--- src/rtl/gpio_mask_pkg.sv ---
`timescale 1ns/1ps
package gpio_mask_pkg;
  // Lowest address bit of the per-pin mask field
  localparam int unsigned MASK_LSB = 2;

  typedef enum logic {
    PIN_IN  = 1'b0,
    PIN_OUT = 1'b1
  } pin_dir_e;
endpackage

--- src/rtl/gpio_mask_sync.sv ---
`timescale 1ns/1ps
module gpio_mask_sync #(
  parameter int unsigned WIDTH  = 8,
  parameter int unsigned STAGES = 2
) (
  input  logic             clk_i,
  input  logic             rst_ni,
  input  logic [WIDTH-1:0] d_i,
  output logic [WIDTH-1:0] q_o
);
  logic [WIDTH-1:0] stage_q [STAGES];

  always_ff @(posedge clk_i or negedge rst_ni) begin
    if (!rst_ni) stage_q[0] <= '0;
    else         stage_q[0] <= d_i;
  end

  for (genvar s = 1; s < STAGES; s++) begin : g_stage
    always_ff @(posedge clk_i or negedge rst_ni) begin
      if (!rst_ni) stage_q[s] <= '0;
      else         stage_q[s] <= stage_q[s-1];
    end
  end

  assign q_o = stage_q[STAGES-1];

  // first stage captures the pad, later stages shift by one edge each
  p_first_stage_r6: assert property (@(posedge clk_i) disable iff (!rst_ni)
    1'b1 |=> stage_q[0] == $past(d_i));
  p_last_stage_r6: assert property (@(posedge clk_i) disable iff (!rst_ni)
    1'b1 |=> q_o == $past(stage_q[STAGES-2]));
endmodule

--- src/rtl/gpio_mask_out.sv ---
`timescale 1ns/1ps
module gpio_mask_out #(
  parameter int unsigned WIDTH = 8
) (
  input  logic             clk_i,
  input  logic             rst_ni,
  input  logic             we_i,
  input  logic [WIDTH-1:0] mask_i,
  input  logic [WIDTH-1:0] wdata_i,
  output logic [WIDTH-1:0] q_o
);
  logic [WIDTH-1:0] q_q;

  for (genvar n = 0; n < WIDTH; n++) begin : g_bit
    always_ff @(posedge clk_i or negedge rst_ni) begin
      if (!rst_ni)                q_q[n] <= 1'b0;
      else if (we_i && mask_i[n]) q_q[n] <= wdata_i[n];
    end
  end

  assign q_o = q_q;

  // unselected bits keep their value across a write
  p_hold_unsel_r2: assert property (@(posedge clk_i) disable iff (!rst_ni)
    we_i |=> ((q_o ^ $past(q_o)) & ~$past(mask_i)) == '0);
  // selected bits carry the written data
  p_take_sel_r2: assert property (@(posedge clk_i) disable iff (!rst_ni)
    we_i |=> ((q_o ^ $past(wdata_i)) & $past(mask_i)) == '0);
  // no strobe, no change
  p_no_we_r10: assert property (@(posedge clk_i) disable iff (!rst_ni)
    !we_i |=> $stable(q_o));
endmodule

--- src/rtl/gpio_mask_rd.sv ---
`timescale 1ns/1ps
module gpio_mask_rd
  import gpio_mask_pkg::*;
#(
  parameter int unsigned WIDTH = 8
) (
  input  logic             clk_i,
  input  logic             rst_ni,
  input  logic             re_i,
  input  logic [WIDTH-1:0] mask_i,
  input  logic [WIDTH-1:0] dir_i,
  input  logic [WIDTH-1:0] out_i,
  input  logic [WIDTH-1:0] pad_i,
  output logic [WIDTH-1:0] rdata_o
);
  logic [WIDTH-1:0] pin_val;
  logic [WIDTH-1:0] rd_q;

  for (genvar n = 0; n < WIDTH; n++) begin : g_pin
    always_comb begin
      unique case (pin_dir_e'(dir_i[n]))
        PIN_OUT: pin_val[n] = out_i[n];
        default: pin_val[n] = pad_i[n];
      endcase
    end
  end

  always_ff @(posedge clk_i or negedge rst_ni) begin
    if (!rst_ni)   rd_q <= '0;
    else if (re_i) rd_q <= pin_val & mask_i;
  end

  assign rdata_o = rd_q;

  // unselected bits read zero
  p_rd_unsel_zero_r4: assert property (@(posedge clk_i) disable iff (!rst_ni)
    re_i |=> (rdata_o & ~$past(mask_i)) == '0);
  // read data holds without a strobe
  p_rd_hold_r4: assert property (@(posedge clk_i) disable iff (!rst_ni)
    !re_i |=> $stable(rdata_o));
  // selected output pins return the output register
  p_rd_out_pin_r5: assert property (@(posedge clk_i) disable iff (!rst_ni)
    re_i |=> ((rdata_o ^ $past(out_i)) & $past(mask_i & dir_i)) == '0);
endmodule

--- src/rtl/gpio_mask_port.sv ---
`timescale 1ns/1ps
module gpio_mask_port
  import gpio_mask_pkg::*;
#(
  parameter int unsigned NUM_PINS    = 8,
  parameter int unsigned SYNC_STAGES = 2,
  localparam int unsigned ADDR_W     = MASK_LSB + NUM_PINS
) (
  input  logic                clk_i,
  input  logic                rst_ni,
  input  logic [ADDR_W-1:0]   addr_i,
  input  logic [NUM_PINS-1:0] wdata_i,
  input  logic                we_i,
  input  logic                re_i,
  input  logic [NUM_PINS-1:0] pad_i,
  input  logic [NUM_PINS-1:0] dir_i,
  output logic [NUM_PINS-1:0] rdata_o,
  output logic [NUM_PINS-1:0] dout_o
);
  logic [NUM_PINS-1:0] pin_mask;
  logic [NUM_PINS-1:0] pad_sync;
  logic [MASK_LSB-1:0] unused_byte_sel;

  assign pin_mask        = addr_i[ADDR_W-1:MASK_LSB];
  assign unused_byte_sel = addr_i[MASK_LSB-1:0]; // byte select ignored

  gpio_mask_sync #(
    .WIDTH (NUM_PINS),
    .STAGES(SYNC_STAGES)
  ) u_sync (
    .clk_i (clk_i),
    .rst_ni(rst_ni),
    .d_i   (pad_i),
    .q_o   (pad_sync)
  );

  gpio_mask_out #(
    .WIDTH(NUM_PINS)
  ) u_out (
    .clk_i  (clk_i),
    .rst_ni (rst_ni),
    .we_i   (we_i),
    .mask_i (pin_mask),
    .wdata_i(wdata_i),
    .q_o    (dout_o)
  );

  // Reads see dout_o before a same-edge write lands
  gpio_mask_rd #(
    .WIDTH(NUM_PINS)
  ) u_rd (
    .clk_i  (clk_i),
    .rst_ni (rst_ni),
    .re_i   (re_i),
    .mask_i (pin_mask),
    .dir_i  (dir_i),
    .out_i  (dout_o),
    .pad_i  (pad_sync),
    .rdata_o(rdata_o)
  );

  // an empty mask write leaves the port untouched
  p_empty_mask_r3: assert property (@(posedge clk_i) disable iff (!rst_ni)
    (we_i && pin_mask == '0) |=> $stable(dout_o));
  // read concurrent with write returns pre-write output bits
  p_rd_during_wr_r9: assert property (@(posedge clk_i) disable iff (!rst_ni)
    (we_i && re_i) |=> ((rdata_o ^ $past(dout_o)) & $past(pin_mask & dir_i)) == '0);
endmodule

--- config.mk ---
export PLATFORM = sky130hd
export DESIGN_NAME = gpio_mask_port
export DESIGN_NICKNAME = d
export VERILOG_FILES = /design/src/rtl/gpio_mask_pkg.sv /design/src/rtl/gpio_mask_sync.sv /design/src/rtl/gpio_mask_out.sv /design/src/rtl/gpio_mask_rd.sv /design/src/rtl/gpio_mask_port.sv
export SDC_FILE = /design/constraint.sdc
export NUM_CORES = 1
export LEC_CHECK = 0
export BUFFER_PORTS_ARGS = -buffer_cell sky130_fd_sc_hd__buf_2
export CAP_MARGIN = 20
export CORE_MARGIN = 10
export CORE_UTILIZATION = 45
export DETAILED_ROUTE_END_ITERATION = 16
export GPL_ROUTABILITY_DRIVEN = 1
export PLACE_DENSITY = 0.77
export SETUP_SLACK_MARGIN = 0.05
export SLEW_MARGIN = 20
export SYNTH_ARGS = -nofsm -noshare
export SYNTH_HDL_FRONTEND = slang
export SYNTH_SLANG_ARGS = --single-unit
--- constraint.sdc ---
create_clock -name clk_i -period 0.8 [get_ports clk_i]
set_input_delay 0.04 -clock clk_i [delete_from_list [all_inputs] [get_ports clk_i]]
set_output_delay 0.04 -clock clk_i [all_outputs]
set_load 0.1 [all_outputs]
======== Yosys cells after proc, flatten, opt, wreduce, memory -nomap -nowiden ========
Cells that the tools add are included.
storage, ports and cells
  register bits ........................... 32
  latch bits .............................. 0
  bits in writable memories ............... 0
  bits in read-only memories .............. 0
  output and inout bits ................... 16
  word-level logic and storage cells ...... 28
  memories ................................ 0
cells by class
  add/sub/neg operators ................... 0
  $mul .................................... 0
  divide/modulo/power cells ............... 0
  $lt $le $gt $ge ......................... 0
  equal/unequal tests ..................... 0
  shift operators ......................... 0
  multiplexer cells ....................... 8
  bitwise operators ....................... 1
  reductions and logical operators ........ 8
operator list
  kind               count
  8-bit bitwise AND  1
  1-bit logical AND  8
  1-bit 2-to-1 mux   8

======== Logic depth before layout (Yosys ltp) ========
  depth after elaboration ................. 2
  depth in mapped cells ................... 4
  depth with buffers taken out ............ 2

======== By module ========
A second synthesis with hierarchy kept.
unflattened totals
  cell total of the unflattened synthesis .. 91
  area, all modules ....................... 1,293.7 µm²
modules (own cells, without submodules)
  module          instances  cells an instance  area each (µm²)  seq. area each (µm²)
  gpio_mask_rd    1          42                 471.7            200.2
  gpio_mask_sync  1          24                 460.4            400.4
  gpio_mask_out   1          25                 361.6            200.2

======== Worst setup path before layout ========
Ideal clock, no wire load.
  path kind ............................... register -> register
  start point ............................. register u_out.q_q[0], in the netlist u_out.q_o[0]
  end point ............................... register u_rd.rd_q[0], in the netlist u_rd.rdata_o[0]
  library setup time ...................... 0.083 ns
  data arrival time ....................... 1.212 ns
  slack ................................... -0.495 ns
  cell stages (with the launch flop) ...... 3
  path buffers ............................ 0
  clock period less this slack ............ 1.295 ns
  cell sequence ........................... dfrtp_1 mux2i_1 o22ai_1
between the ends
  word-level cells in the longest chain between the ends .. 2
ends and longest elaborated chain
  item                               line                 text
  from (decl)                        gpio_mask_out.sv:12  logic [WIDTH-1:0] q_q;
  from (signal, indexed assignment)  gpio_mask_out.sv:17  else if (we_i && mask_i[n]) q_q[n] <= wdata_i[n];
  1-bit 2-to-1 mux                   gpio_mask_rd.sv:21   unique case (pin_dir_e'(dir_i[n]))
  8-bit bitwise AND                  gpio_mask_rd.sv:30   else if (re_i) rd_q <= pin_val & mask_i;
  to (signal assigned)               gpio_mask_rd.sv:30
  to (decl)                          gpio_mask_rd.sv:17   logic [WIDTH-1:0] rd_q;
No other way between the ends.
A chain may end at the register's enable or synchronous reset.

======== Final worst setup path ========
  start point ............................. register u_out.q_q[3], in the netlist u_out.q_o[3]
  end point ............................... output port dout_o[3]
RTL lines
  item       line                  text
  to (decl)  gpio_mask_port.sv:18  output logic [NUM_PINS-1:0] dout_o
No word-level cell between the ends.

==> impl_metrics.tcl <==
set metrics [dict create \
    hold_class "input port to flop" \
    nets 218 \
    r2r_end "u_rd.rdata_o[7]$_DFFE_PN0P_" \
    htree_num_levels 2 \
    worstSetupStartpointType "flop" \
    period_minus_slack_ns 1.13 \
    die_area_um2 5040 \
    critPathKind "flop to primary output" \
    cap_violations 0 \
    setup_viol 32 \
    skew_ns 0.00619 \
    arrival_ns 1.09 \
    instances_no_fill 211 \
    relSlewSlack_pct 80.4 \
    rows 18 \
    cts_buffers 5 \
    min_period_over_period_pct 142 \
    max_freq_mhz 883 \
    viasPerCell 4.69 \
    clk_pin_slew_worst_paths_ns 0.09 \
    syn-cell-area_um2 1170 \
    clockBufferDepth 2 \
    r2r-start "u_out.q_o[7]$_DFFE_PN0P_" \
    crit_family "flip-flops" \
    finalWorstSetupSlack_ns -0.332 \
    hpwl_mm 2.19 \
    setup_tns_ns -7.15 \
    start_util_pct 47.2 \
    ant_nets 0 \
    final_hold_viol_count 0 \
    grt_pass1_vias 1173 \
    worst-path-max-fanout 2 \
    ir_drop_mv 2.13 \
    drive_above_1_share_pct 55.8 \
    status "complete, but fails checks" \
    core_area_um2 2480 \
    critPathBufInv 2 \
    port_buffers 51 \
    vias 990 \
    rsz0062_at_grt "true" \
    cts-root-buf "clkbuf_4" \
    clkLatencyLatePin_ns 0.31 \
    grt_overflow 0 \
    drc 0 \
    die_w_um 71.0 \
    whs_ns 0.00534 \
    synthToLayoutAreaGrowth_pct 88.9 \
    critPathLaunch "u_out.q_o[3]$_DFFE_PN0P_" \
    diodes 0 \
    cp_cell_sequence "buf_6 -> buf_12" \
    tightest_slew_ns 0.294 \
    drt_iter0_drc 46 \
    cts_sinks 32 \
    wire_per_inst_um 16.9 \
    die_h_um 71.0 \
    worst-path-stages 2 \
    cts_tree "yes" \
    synth_cell_types 8 \
    grt_pass1_wl_mm 5.63 \
    pin_count 54 \
    synthCells 83 \
    seq_area_frac_synth_pct 68.5 \
    final_max_slew_viol_count 0 \
    r2r_cells 4 \
    yosys_warnings 0 \
    p_total_mw 4.84 \
    syn_nets 121 \
    endpoint "dout_o[3]" \
    synth-seq-cells 32 \
    failed_checks "negative setup slack" \
    num-fill-cells 111 \
    drt-total-wl_mm 3.56 \
    syn_area_per_cell_um2 14.1 \
    max_stage_delay_ns 0.49 \
    grtUsageTotal_pct 13.9 \
    slowest_stage "dfrtp_4" \
    p_leak_nw 1.07 \
    drt_first_pass_iters 2 \
    critPathRequiredTime_ns 0.76 \
    grt_max_degree 33 \
    gp_congestion 0.710 \
    antenna_found_initial 0 \
    powerDensity_nw_per_um2 2190 \
    rrSetupSlack_ns -0.33 \
    place_inst 169 \
    cp-end-kind "primary output" \
]
## logic make-up after synthesis
family	Yosys count	synth area share, %
buffers and inverters	11	4.92
multiplexers	16	17.1
AND/OR/NAND/NOR	16	5.14
AO/OA/AOI/OAI	8	4.28
flip-flops	32	68.5
## cell usage in the layout, fill, tap and decap left out
cell / instances
nand2_1: 16
o22ai_1: 8
buf_6: 12
clkbuf_8: 1
dfrtp_2: 8
clkbuf_1: 2
dfrtp_4: 8
inv_1: 8
buf_12: 17
buf_2: 35
dfrtp_1: 16
mux2i_1: 7
clkbuf_4: 5
mux2_4: 8
buf_4: 6
mux2i_2: 1
dlygate4sd3_1: 23
## worst min path at each step
stage / from / to / slack [ns] / cells past startpoint
after floorplan: rst_ni / u_rd.rdata_o[0]$_DFFE_PN0P_ / -0.26 / 0
after global placement: rst_ni / u_sync.q_o[2]$_DFF_PN0_ / 0.005 / 2
after detailed placement: rst_ni / u_out.q_o[2]$_DFFE_PN0P_ / 0.004 / 2
after CTS: addr_i[3] / u_rd.rdata_o[1]$_DFFE_PN0P_ / 0.001 / 3
after global routing: addr_i[3] / u_rd.rdata_o[1]$_DFFE_PN0P_ / -0.005 / 3
final: addr_i[4] / u_rd.rdata_o[2]$_DFFE_PN0P_ / 0.005 / 3
## Yosys cell counts
master	count	area [um2]
mux2i_1	8	80.1
nand2_1	16	60.1
buf_6	2	22.5
inv_1	8	30.0
buf_2	1	5.00
mux2_4	8	120
dfrtp_1	32	801
o22ai_1	8	50.1
## flip-flops by register name (all words and copies together) (netlist names)
register / flops
u_rd.rdata_o: 8
u_sync.q_o: 8
u_out.q_o: 8
u_sync.stage_q: 8
## metal layers
layer  routed length [um]  up-vias  share of wire [%]  global-route usage, %
li1                     -      469                  -                      -
met1                 1350      472                 38                   13.3
met2                 1860       43                 52                   24.9
met3                  285        6                8.0                   6.69
met4                   65        0                1.8                   5.81
met5                    0        -                  0                      0
## worst min-delay path, cell delays in order
cell and delay [ns]:
buf_2 0.11, nand2_1 0.05, o22ai_1 0.08
## per-stage QoR
step / utilization, % / worst slack [ns] / area (um2)
2_1_floorplan: - / -0.221 / 1210
3_3_place_gp: 72.1 / -0.0552 / 1790
3_5_place_dp: 72.1 / -0.0657 / 1790
4_1_cts: 88.3 / -0.333 / 2190
5_1_grt: 89.1 / -0.370 / 2210
6_report: 89.1 / -0.332 / 2210
## cell type report
type | instances | area, um2 | share of cell area (%)
clock buffer | 8 | 58.8 | 2.66
tap | 30 | 37.5 | 1.70
multi-input combinational | 40 | 314 | 14.2
sequential | 32 | 841 | 38.1
inverter | 8 | 30.0 | 1.36
timing repair buffer | 93 | 926 | 42.0
## where the power goes
group / switching [mW] / total [mW] / internal (mW)
registers: 0.116 / 1.92 / 1.81
logic: 1.10 / 1.99 / 0.898
clock network: 0.490 / 0.924 / 0.434
total: 1.70 / 4.84 / 3.14
## timing repair
| item | CTS | global route |
|---|---|---|
| hold buffers | 23 | 0 |
| endpoints found under the hold margin | 54 | 0 |
| pin swaps | 1 | 2 |
| gates resized for setup | 10 | 4 |
| setup endpoints to repair | 32 | 32 |
| buffers inserted | 10 | 2 |
| gates cloned | 0 | 0 |
No activity file was read; power rests on OpenSTA's default activity.
